File: config.mk
export PLATFORM = sky130hd
export DESIGN_NAME = pix_out_fmt
export DESIGN_NICKNAME = d
export VERILOG_FILES = /design/src/rtl/pix_out_pkg.sv /design/src/rtl/pix_out_decode.sv /design/src/rtl/pix_out_pair.sv /design/src/rtl/pix_out_lanes.sv /design/src/rtl/pix_out_fmt.sv
export SDC_FILE = /design/constraint.sdc
export NUM_CORES = 1
export LEC_CHECK = 0
export BUFFER_PORTS_ARGS = -buffer_cell sky130_fd_sc_hd__buf_2
export CAP_MARGIN = 5
export CORE_MARGIN = 2
export CORE_UTILIZATION = 50
export CTS_CLUSTER_SIZE = 8
export DETAILED_ROUTE_END_ITERATION = 10
export PLACE_DENSITY = 0.89
export SLEW_MARGIN = 5
export SYNTH_ARGS = -nofsm -noshare
export SYNTH_HDL_FRONTEND = slang
export SYNTH_SLANG_ARGS = --single-unit
File: constraint.sdc
create_clock -name clk -period 5.1 [get_ports clk]
set_clock_uncertainty 0.15 [all_clocks]
set_input_delay 0.51 -clock clk [delete_from_list [all_inputs] [get_ports clk]]
set_output_delay 0.51 -clock clk [all_outputs]
set_load 0.005 [all_outputs]
File: src/rtl/pix_out_pkg.sv
`timescale 1ns/1ps
// Shared widths, format codes and mode type for the pixel output formatter.
// Assumes 12-bit component words and 8-bit RGB words on a 24-pin bus.
package pix_out_pkg;
    localparam int FMT_W  = 8;
    localparam int COMP_W = 12;
    localparam int RGB_W  = 8;
    localparam int BUS_W  = 3 * RGB_W;
    localparam int BYTE_W = RGB_W;
    localparam int NIB_W  = COMP_W - BYTE_W;

    localparam logic [FMT_W-1:0] CODE_SDR8   = 8'h00;
    localparam logic [FMT_W-1:0] CODE_SDR12  = 8'h0A;
    localparam logic [FMT_W-1:0] CODE_SDR16  = 8'h80;
    localparam logic [FMT_W-1:0] CODE_SDR24  = 8'h8A;
    localparam logic [FMT_W-1:0] CODE_RGB    = 8'h40;
    localparam logic [FMT_W-1:0] CODE_DDR8   = 8'h20;
    localparam logic [FMT_W-1:0] CODE_DDRRGB = 8'h60;

    typedef enum logic [2:0] {
        M_OFF, M_SDR8, M_SDR12, M_SDR16, M_SDR24, M_RGB, M_DDR8, M_DDRRGB
    } mode_e;
endpackage

File: src/rtl/pix_out_decode.sv
`timescale 1ns/1ps
// Turns a format code into a mode and a per-pin enable mask.
// Purely combinational; an unknown code yields M_OFF, no enables, known=0.
module pix_out_decode
    import pix_out_pkg::*;
(
    input  logic [FMT_W-1:0] code,
    output mode_e            mode,
    output logic [BUS_W-1:0] oe_mask,
    output logic             known
);
    localparam logic [BUS_W-1:0] MID_BYTE = {{BYTE_W{1'b0}}, {BYTE_W{1'b1}}, {BYTE_W{1'b0}}};
    localparam logic [BUS_W-1:0] TOP_NIB  = {{NIB_W{1'b1}}, {(BUS_W-NIB_W){1'b0}}};
    localparam logic [BUS_W-1:0] LOW_TWO  = {{BYTE_W{1'b0}}, {(2*BYTE_W){1'b1}}};
    localparam logic [BUS_W-1:0] ALL_PINS = {BUS_W{1'b1}};

    // Code lookup into mode and enable mask.
    always_comb begin
        known   = 1'b1;
        mode    = M_OFF;
        oe_mask = '0;
        case (code)
            CODE_SDR8:   begin mode = M_SDR8;   oe_mask = MID_BYTE;           end
            CODE_SDR12:  begin mode = M_SDR12;  oe_mask = MID_BYTE | TOP_NIB; end
            CODE_SDR16:  begin mode = M_SDR16;  oe_mask = LOW_TWO;            end
            CODE_SDR24:  begin mode = M_SDR24;  oe_mask = ALL_PINS;           end
            CODE_RGB:    begin mode = M_RGB;    oe_mask = ALL_PINS;           end
            CODE_DDR8:   begin mode = M_DDR8;   oe_mask = MID_BYTE;           end
            CODE_DDRRGB: begin mode = M_DDRRGB; oe_mask = ALL_PINS;           end
            default:     known = 1'b0;
        endcase
    end
endmodule

File: src/rtl/pix_out_pair.sv
`timescale 1ns/1ps
// Tracks the even/odd phase of double-rate RGB pixel pairs and holds the even
// pixel until its odd partner arrives. Assumes pair_mode reflects the mode in
// force this cycle (including one adopted by restart in the same cycle).
module pix_out_pair
    import pix_out_pkg::*;
(
    input  logic             clk,
    input  logic             rst_n,
    input  logic             restart,
    input  logic             valid,
    input  logic             pair_mode,
    input  logic [RGB_W-1:0] r_cur,
    input  logic [RGB_W-1:0] g_cur,
    input  logic [RGB_W-1:0] b_cur,
    output logic [RGB_W-1:0] r_even,
    output logic [RGB_W-1:0] g_even,
    output logic [RGB_W-1:0] b_even,
    output logic             odd_now
);
    logic want_odd;

    // The current sample completes a pair only mid-frame with an even pixel held.
    assign odd_now = valid & pair_mode & want_odd & ~restart;

    // Phase flips per pair-mode sample; a frame boundary restarts on even.
    always_ff @(posedge clk) begin
        if (!rst_n) begin
            want_odd <= 1'b0;
        end else if (restart) begin
            want_odd <= valid & pair_mode;
        end else if (valid & pair_mode) begin
            want_odd <= ~want_odd;
        end
    end

    // Capture the even pixel of each pair.
    always_ff @(posedge clk) begin
        if (!rst_n) begin
            r_even <= '0;
            g_even <= '0;
            b_even <= '0;
        end else if (valid & pair_mode & ~odd_now) begin
            r_even <= r_cur;
            g_even <= g_cur;
            b_even <= b_cur;
        end
    end
endmodule

File: src/rtl/pix_out_lanes.sv
`timescale 1ns/1ps
// Combinational pin map: places component fields on the rising and falling
// words for the given mode. Pins a mode leaves unused carry zero.
module pix_out_lanes
    import pix_out_pkg::*;
(
    input  mode_e             mode,
    input  logic [COMP_W-1:0] y_w,
    input  logic [COMP_W-1:0] c_w,
    input  logic [RGB_W-1:0]  r_w,
    input  logic [RGB_W-1:0]  g_w,
    input  logic [RGB_W-1:0]  b_w,
    input  logic [RGB_W-1:0]  r_e,
    input  logic [RGB_W-1:0]  g_e,
    input  logic [RGB_W-1:0]  b_e,
    output logic [BUS_W-1:0]  rise_w,
    output logic [BUS_W-1:0]  fall_w
);
    localparam int LANE_LO  = 0;
    localparam int LANE_MID = BYTE_W;
    localparam int LANE_HI  = 2 * BYTE_W;

    logic [BYTE_W-1:0] y_hi, c_hi;
    logic [NIB_W-1:0]  y_lo, c_lo;

    assign y_hi = y_w[COMP_W-1 -: BYTE_W];
    assign c_hi = c_w[COMP_W-1 -: BYTE_W];
    assign y_lo = y_w[NIB_W-1:0];
    assign c_lo = c_w[NIB_W-1:0];

    // Field placement per mode; single-rate modes mirror rise into fall.
    always_comb begin
        rise_w = '0;
        fall_w = '0;
        case (mode)
            M_SDR8: rise_w[LANE_MID +: BYTE_W] = y_hi;
            M_SDR12: begin
                rise_w[LANE_MID +: BYTE_W] = y_hi;
                rise_w[BUS_W-1 -: NIB_W]   = y_lo;
            end
            M_SDR16: begin
                rise_w[LANE_MID +: BYTE_W] = y_hi;
                rise_w[LANE_LO  +: BYTE_W] = c_hi;
            end
            M_SDR24: begin
                rise_w[LANE_MID +: BYTE_W] = y_hi;
                rise_w[LANE_LO  +: BYTE_W] = c_hi;
                rise_w[BUS_W-1 -: NIB_W]   = y_lo;
                rise_w[LANE_HI  +: NIB_W]  = c_lo;
            end
            M_RGB: rise_w = {r_w, g_w, b_w};
            M_DDR8: begin
                rise_w[LANE_MID +: BYTE_W] = c_hi;
                fall_w[LANE_MID +: BYTE_W] = y_hi;
            end
            M_DDRRGB: begin
                rise_w = {r_e, g_e, b_e};
                fall_w = {r_w, g_w, b_w};
            end
            default: rise_w = '0;
        endcase
        if (mode != M_DDR8 && mode != M_DDRRGB) begin
            fall_w = rise_w;
        end
    end
endmodule

File: src/rtl/pix_out_fmt.sv
`timescale 1ns/1ps
// Pixel output formatter top. Adopts the format code at frame boundaries,
// registers rising/falling pin words and the per-pin enables, and flags
// unsupported codes. Assumes a pad-level DDR cell merges pix_rise/pix_fall.
module pix_out_fmt
    import pix_out_pkg::*;
(
    input  logic              clk,
    input  logic              rst_n,
    input  logic [FMT_W-1:0]  fmt_code,
    input  logic              frame_start,
    input  logic              sample_valid,
    input  logic [COMP_W-1:0] y_in,
    input  logic [COMP_W-1:0] c_in,
    input  logic [RGB_W-1:0]  r_in,
    input  logic [RGB_W-1:0]  g_in,
    input  logic [RGB_W-1:0]  b_in,
    output logic [BUS_W-1:0]  pix_rise,
    output logic [BUS_W-1:0]  pix_fall,
    output logic [BUS_W-1:0]  pix_oe,
    output logic              fmt_err
);
    mode_e             dec_mode, active_mode, eff_mode;
    logic [BUS_W-1:0]  dec_oe, map_rise, map_fall;
    logic              dec_known, odd_now, load;
    logic [RGB_W-1:0]  r_even, g_even, b_even;

    pix_out_decode u_dec (
        .code    (fmt_code),
        .mode    (dec_mode),
        .oe_mask (dec_oe),
        .known   (dec_known)
    );

    // Mode in force this cycle: a boundary applies the new code at once.
    assign eff_mode = frame_start ? dec_mode : active_mode;

    pix_out_pair u_pair (
        .clk       (clk),
        .rst_n     (rst_n),
        .restart   (frame_start),
        .valid     (sample_valid),
        .pair_mode (eff_mode == M_DDRRGB),
        .r_cur     (r_in),
        .g_cur     (g_in),
        .b_cur     (b_in),
        .r_even    (r_even),
        .g_even    (g_even),
        .b_even    (b_even),
        .odd_now   (odd_now)
    );

    pix_out_lanes u_lanes (
        .mode   (eff_mode),
        .y_w    (y_in),
        .c_w    (c_in),
        .r_w    (r_in),
        .g_w    (g_in),
        .b_w    (b_in),
        .r_e    (r_even),
        .g_e    (g_even),
        .b_e    (b_even),
        .rise_w (map_rise),
        .fall_w (map_fall)
    );

    // Pair mode loads only on the odd sample; every other mode on each sample.
    assign load = sample_valid & ((eff_mode != M_DDRRGB) | odd_now);

    // Frame-boundary state: active mode, pin enables and sticky error.
    always_ff @(posedge clk) begin
        if (!rst_n) begin
            active_mode <= M_OFF;
            pix_oe      <= '0;
            fmt_err     <= 1'b0;
        end else if (frame_start) begin
            active_mode <= dec_mode;
            pix_oe      <= dec_oe;
            if (!dec_known) begin
                fmt_err <= 1'b1;
            end
        end
    end

    // Pin data words: load on samples, clear on a boundary with no load.
    always_ff @(posedge clk) begin
        if (!rst_n) begin
            pix_rise <= '0;
            pix_fall <= '0;
        end else if (load) begin
            pix_rise <= map_rise;
            pix_fall <= map_fall;
        end else if (frame_start) begin
            pix_rise <= '0;
            pix_fall <= '0;
        end
    end
endmodule

* After elaboration in Yosys (flattened, before gate mapping)
Index checks and enable logic that the tools add are counted.
** Word-level totals
- Bits in registers :: 101
- Latch bits :: 0
- Memory bits (writable) :: 0
- Bits in read-only memories :: 0
- Input bits :: 60
- Output and inout port bits :: 73
- Word-level logic and storage cells :: 62
- Memories kept :: 0
** Cells by class
- Add/subtract/negate cells :: 0
- Multiply operators :: 0
- Divide/modulo/power cells :: 0
- Magnitude comparators :: 0
- Eq/ne operators :: 15
- Shift-type cells :: 0
- Muxes and demuxes :: 17
- Bitwise gates (word level) :: 10
- Reduce and logical (&&, ||, !) cells :: 11
** Operators with widths (count)
- 24-bit 2-to-1 mux :: 4
- 24-bit case mux with 4 select lines :: 1
- 8-bit case mux with 4 select lines :: 1
- 4-bit case mux with 3 select lines :: 2
- 8-bit case mux with 3 select lines :: 1
- 3-bit case mux with 7 select lines :: 1
- 8-bit by 7-bit equality test with 1-bit output, second input constant :: 2
- 8-bit equality test, second input constant :: 2
- 8-bit 2-to-1 mux :: 2
- 8-bit case mux with 2 select lines :: 1
- 3-bit equality test, second input constant :: 4
- 8-bit by 4-bit equality test with 1-bit output, second input constant :: 1
- 8-bit by 6-bit equality test with 1-bit output, second input constant :: 1
- 8-bit zero test :: 1
- 7-bit OR reduction :: 1
- 3-bit by 2-bit equality test with 1-bit output, second input constant :: 2
- 3-bit inequality test, second input constant :: 2
- 2-bit OR reduction :: 3
- 1-bit AND :: 5
- 1-bit NOT :: 4
- 2-bit nonzero test :: 2
- 4-bit OR reduction :: 1
- 3-bit by 1-bit equality test with 1-bit output, second input constant :: 1
- 1-bit 2-to-1 mux :: 3
- 5 further kinds :: 5

* Logic depth before layout (Yosys ltp)
- Depth in word-level cells :: 10
- Gate-level depth with buffers :: 9
- Mapped depth without buffers :: 6

* Cells and area by module
From an unflattened synthesis, not the netlist that was laid out.
** Unflattened totals
- Cells, all modules :: 877
- Area, all modules :: 7089.3 sq um
** By module, submodules not included
- pix_out_fmt :: instances 1, cells each 540, area an instance 4515.6 sq um, sequential area each 1521.5 sq um
- pix_out_lanes :: instances 1, cells each 181, area an instance 1218.7 sq um, sequential area each 0.0 sq um
- pix_out_pair :: instances 1, cells each 111, area an instance 1043.5 sq um, sequential area each 500.5 sq um
- pix_out_decode :: instances 1, cells each 45, area an instance 311.5 sq um, sequential area each 0.0 sq um

* Worst setup path before layout
Ideal clock, no wire load.
- Path type :: input to register
- Start :: in fmt_code[1]
- End :: reg pix_fall[20]
- Library setup time :: 0.062 ns
- Arrival time :: 2.209 ns
- Required time :: 4.888 ns
- Path slack :: 2.679 ns
- Cell stages on the path :: 6
- Buffers on the path :: 2
- Path through :: or4_4 > o31a_1 > buf_6 > buf_6 > or4_1 > nand3_1
** On the way
- Cells in the longest elaborated chain, start to end :: 10
- Elaborated cells on any way between the ends :: 27
- Classes of those cells :: 12 x eq/ne; 6 x mux; 5 x bitwise; 4 x reduce/logical
** RTL lines
- from (decl) :: line pix_out_fmt.sv:10 : input logic [FMT_W-1:0] fmt_code,
- 8-bit by 7-bit equality test with 1-bit output (tied with other cells) :: line pix_out_decode.sv:22 : case (code)
- 3-bit case mux with 7 select lines (*) :: line pix_out_decode.sv:22
- 3-bit 2-to-1 mux (*)
- 3-bit equality test :: line pix_out_lanes.sv:35, pix_out_fmt.sv:43
- 1-bit AND (3 in a row) :: line pix_out_pair.sv:24 : assign odd_now = valid & pair_mode & want_odd & ~restart;
- 1-bit bitwise OR :: line pix_out_fmt.sv:68 : assign load = sample_valid & ((eff_mode != M_DDRRGB) | odd_now);
- 1-bit AND :: line pix_out_fmt.sv:68
- 24-bit 2-to-1 mux or 2-bit nonzero test (tied branches)
- to (signal assigned) :: line pix_out_fmt.sv:92 : pix_fall <= map_fall;
- to (decl) :: line pix_out_fmt.sv:19 : output logic [BUS_W-1:0] pix_fall,
Every way passes the cells marked *; elsewhere a longest branch is shown, timed or not.
A chain may end at the register's enable or synchronous reset.

* Worst setup path after layout
- Start :: in fmt_code[1]
- End :: reg pix_rise[20]
** On the way
- Cells in the longest elaborated chain, start to end :: 10
- Elaborated cells on any way between the ends :: 23
- Classes of those cells :: 11 x eq/ne; 4 x mux; 5 x bitwise; 3 x reduce/logical
** RTL lines
- 8-bit by 7-bit equality test with 1-bit output (tied with other cells) :: line pix_out_decode.sv:22
- 3-bit case mux with 7 select lines (*) :: line pix_out_decode.sv:22
- 3-bit 2-to-1 mux (*)
- 3-bit equality test :: line pix_out_lanes.sv:35, pix_out_fmt.sv:43
- 1-bit AND (3 in a row) :: line pix_out_pair.sv:24
- 1-bit bitwise OR :: line pix_out_fmt.sv:68
- 1-bit AND :: line pix_out_fmt.sv:68
- 24-bit 2-to-1 mux or 2-bit nonzero test (tied branches)
- to (signal assigned) :: line pix_out_fmt.sv:91 : pix_rise <= map_rise;
- to (decl) :: line pix_out_fmt.sv:18 : output logic [BUS_W-1:0] pix_rise,
Marks and branches as above.

==> flow_summary.yaml <==
power:
  p_leak_nw: 2.31
  power_frac_clock_pct: 43.4
  power.switching_uw: 300
  power_frac_seq_pct: 48.8
  peakVddDrop_uv: 188
  swShare_pct: 23.1
  p_int_mw: 1.00
  p_per_area_mw_per_mm2: 257
  power_mw: 1.30
  comb_power_share_pct: 7.8
clock_network:
  cts.repair.resized: 0
  cts_tree: "done"
  cts_hold_buf: 0
  cts_buffers: 9
  path_clk_slew_ns: 0.08
  htreeDepth: 3
  clock-root-buffer: "clkbuf_8"
  cts_buffer_depth: 2
  post_cts_buffers: 0
  clkLatencyLatePin_ns: 0.36
  cts_sinks: 81
routing:
  met2_length_um: 5950
  wl_met1_um: 5180
  routedWlPerCell_um: 17.6
  drc: 0
  highest_layer: "met4"
  ant_nets: 0
  vias: 4266
  detail_route.first_pass.iterations: 5
  initialDrtViolationCount: 355
  viasPerCell: 6.04
  met3_length_um: 1050
  wl_um: 12400
die:
  io_pins: 133
  die_w_um: 97.4
  die_area_mm2: 0.00948
  start_util_pct: 50.7
  fp.dieH_um: 97.4
  rows: 34
  core_area_mm2: 0.00859
critical_path:
  cp_cell_sequence: "buf_2 > nor4_2 > a31oi_2 > o22ai_1 > and2_1 > buf_4 > nand2_1 > o211ai_1"
  crit_family: "simple AND/OR/NAND/NOR gates"
  critical_path_class: "input pin to register"
  cp_slowest_cell: "and2_1"
  setup.worst_path.end_class: "register"
  cp.arrival_ns: 3.56
  critPathMaxStageDelay_ns: 0.68
  r2r_slack_ns: 2.02
  critical_path_depth: 8
  cp-start-kind: "input pin"
  required_ns: 5.24
  cp_num_buf_inv: 2
  r2r_cells: 6
  critPathMaxFanout: 27
global_routing:
  track_usage_pct: 26.0
  grt_pass1_wl_um: 20300
  grt-ovfl-total: 0
  grt_max_degree: 41
  grt_pass1_vias: 4129
  antenna_found_initial: 0
final_layout:
  drive_gt1_share_pct: 28.3
  syn_to_final_growth_pct: 16.5
  nets: 653
  final_cell_mix: "buf_2 (132), nand2_1 (100), dfxtp_1 (81)"
  final_common_cell: "buf_2"
  n_fill_cell: 742
  antenna_cells: 0
synthesis:
  syn_inst: 501
  synth-edff-count: 0
  seq_area_frac_synth_pct: 37.2
  ys_seq_elements: 81
  synth.net_count: 561
  avgSynthCellArea_um2: 8.70
  ys.flop_type: "dfxtp_1"
  async_flop_share_pct: 0
  synth_area_mm2: 0.00436
  yosysWarnings: 0
  synth_cell_types: 55
placement:
  io_buffers: 132
  pre_cts_slack_ns: 1.41
  place_congestion: 0.818
  hpwl_um: 8610
worst_hold_path:
  hp-class: "input pin to register"
  hold_depth: 3
sta:
  min_period_ns: 3.42
  finalSetupViolCount: 0
  finalMaxSlewViolations: 0
  whs_ns: 0.258
  relSlewSlack_pct: 29.9
  rsz0062_at_grt: "false"
  tightest_slew_ns: 1.05
  setup_slack_ns: 1.68
  finalHoldViolCount: 0
  fin_tns_setup_ns: 0
  max_freq_mhz: 293
  fin_crit_sh_pct: 67.0
outcome:
  status: "finished, final reports clean"
flow_run:
  drv_cap: 0
routing by layer:
layer	up-vias	track usage (%)
li1	1985	-
met1	2042	33.5
met2	212	42.6
met3	27	5.11
met4	0	11.1
met5	-	0
area by class of cell:
class,instances,area (um^2),share of cell area (%)
well taps,108,135,2.66
clock buffers,11,131,2.59
repair buffers,138,706,13.9
inverters,9,33.8,0.666
flip-flops and latches,81,1620,31.9
clock inverters,5,104,2.05
multi-input cells,354,2340,46.2
through the flow:
step	utilization, %	area [um^2]	instances
3_3_place_gp	56.3	4840	690
6_report	59.1	5080	706
4_1_cts	59.1	5080	706
3_5_place_dp	56.3	4840	690
2_1_floorplan	-	4360	501
5_1_grt	59.1	5080	706
worst paths after layout:
| path | startpoint | to |
|---|---|---|
| max | fmt_code[1] | pix_rise[20] |
| min | g_in[6] | u_pair.g_even[6] |
| max reg2reg | active_mode[0] | pix_rise[19] |
| min reg2reg | pix_rise[9] | pix_rise[9] |
worst register-to-register path: cells and delay by family, from the launching register on:
| family | cells | cell delay [ns] |
|---|---|---|
| AND/OR/NAND/NOR | 2 | 0.69 |
| AO/OA/AOI/OAI | 3 | 1.44 |
| flip-flops | 1 | 0.33 |
| buffers and inverters | 1 | 0.36 |
cell families (layout without fill, tap and decap cells):
| kind of cell | after synthesis | after routing | share of synthesized area [%] |
|---|---|---|---|
| simple gates | 170 | 170 | 18.6 |
| compound gates | 155 | 155 | 28.4 |
| flops | 81 | 81 | 37.2 |
| buf+inv | 66 | 163 | 9.13 |
| mux | 29 | 29 | 6.69 |
flip-flops by register name (all words and copies together) (netlist names):
name and flops:
u_pair.r_even 8, fmt_err 1, u_pair.want_odd 1, u_pair.g_even 8, active_mode 3, pix_oe 4, pix_rise 24, pix_fall 24
u_pair.b_even 8
power by group through the flow:
stage          clock [mW]  combinational [mW]  sequential (mW)
2_1_floorplan           0              0.0512            0.650
3_3_place_gp            0              0.0965            0.650
3_5_place_dp            0              0.0996            0.650
4_1_cts             0.569               0.100            0.635
5_1_grt             0.595               0.110            0.636
6_report            0.565               0.102            0.635
Yosys cell counts, types with 7 or more instances:
master	number	share of area [%]
a21o_1	8	1.4
nand3_1	15	1.7
buf_4	22	3.8
nand2_1	100	8.6
a2bb2oi_1	7	1.4
o311ai_0	7	1.4
o221ai_1	8	1.6
a32o_1	8	1.8
a22o_1	24	4.8
inv_1	9	0.78
nor2_1	7	0.60
mux2i_1	28	6.4
o21ai_0	10	1.1
o22ai_1	10	1.4
clkbuf_1	10	0.86
o21ai_1	10	1.1
nor2b_1	10	1.4
buf_2	18	2.1
dfxtp_1	81	37
a21boi_0	25	4.3
o211ai_1	7	1.2
Power figures use the tool's default switching activity.
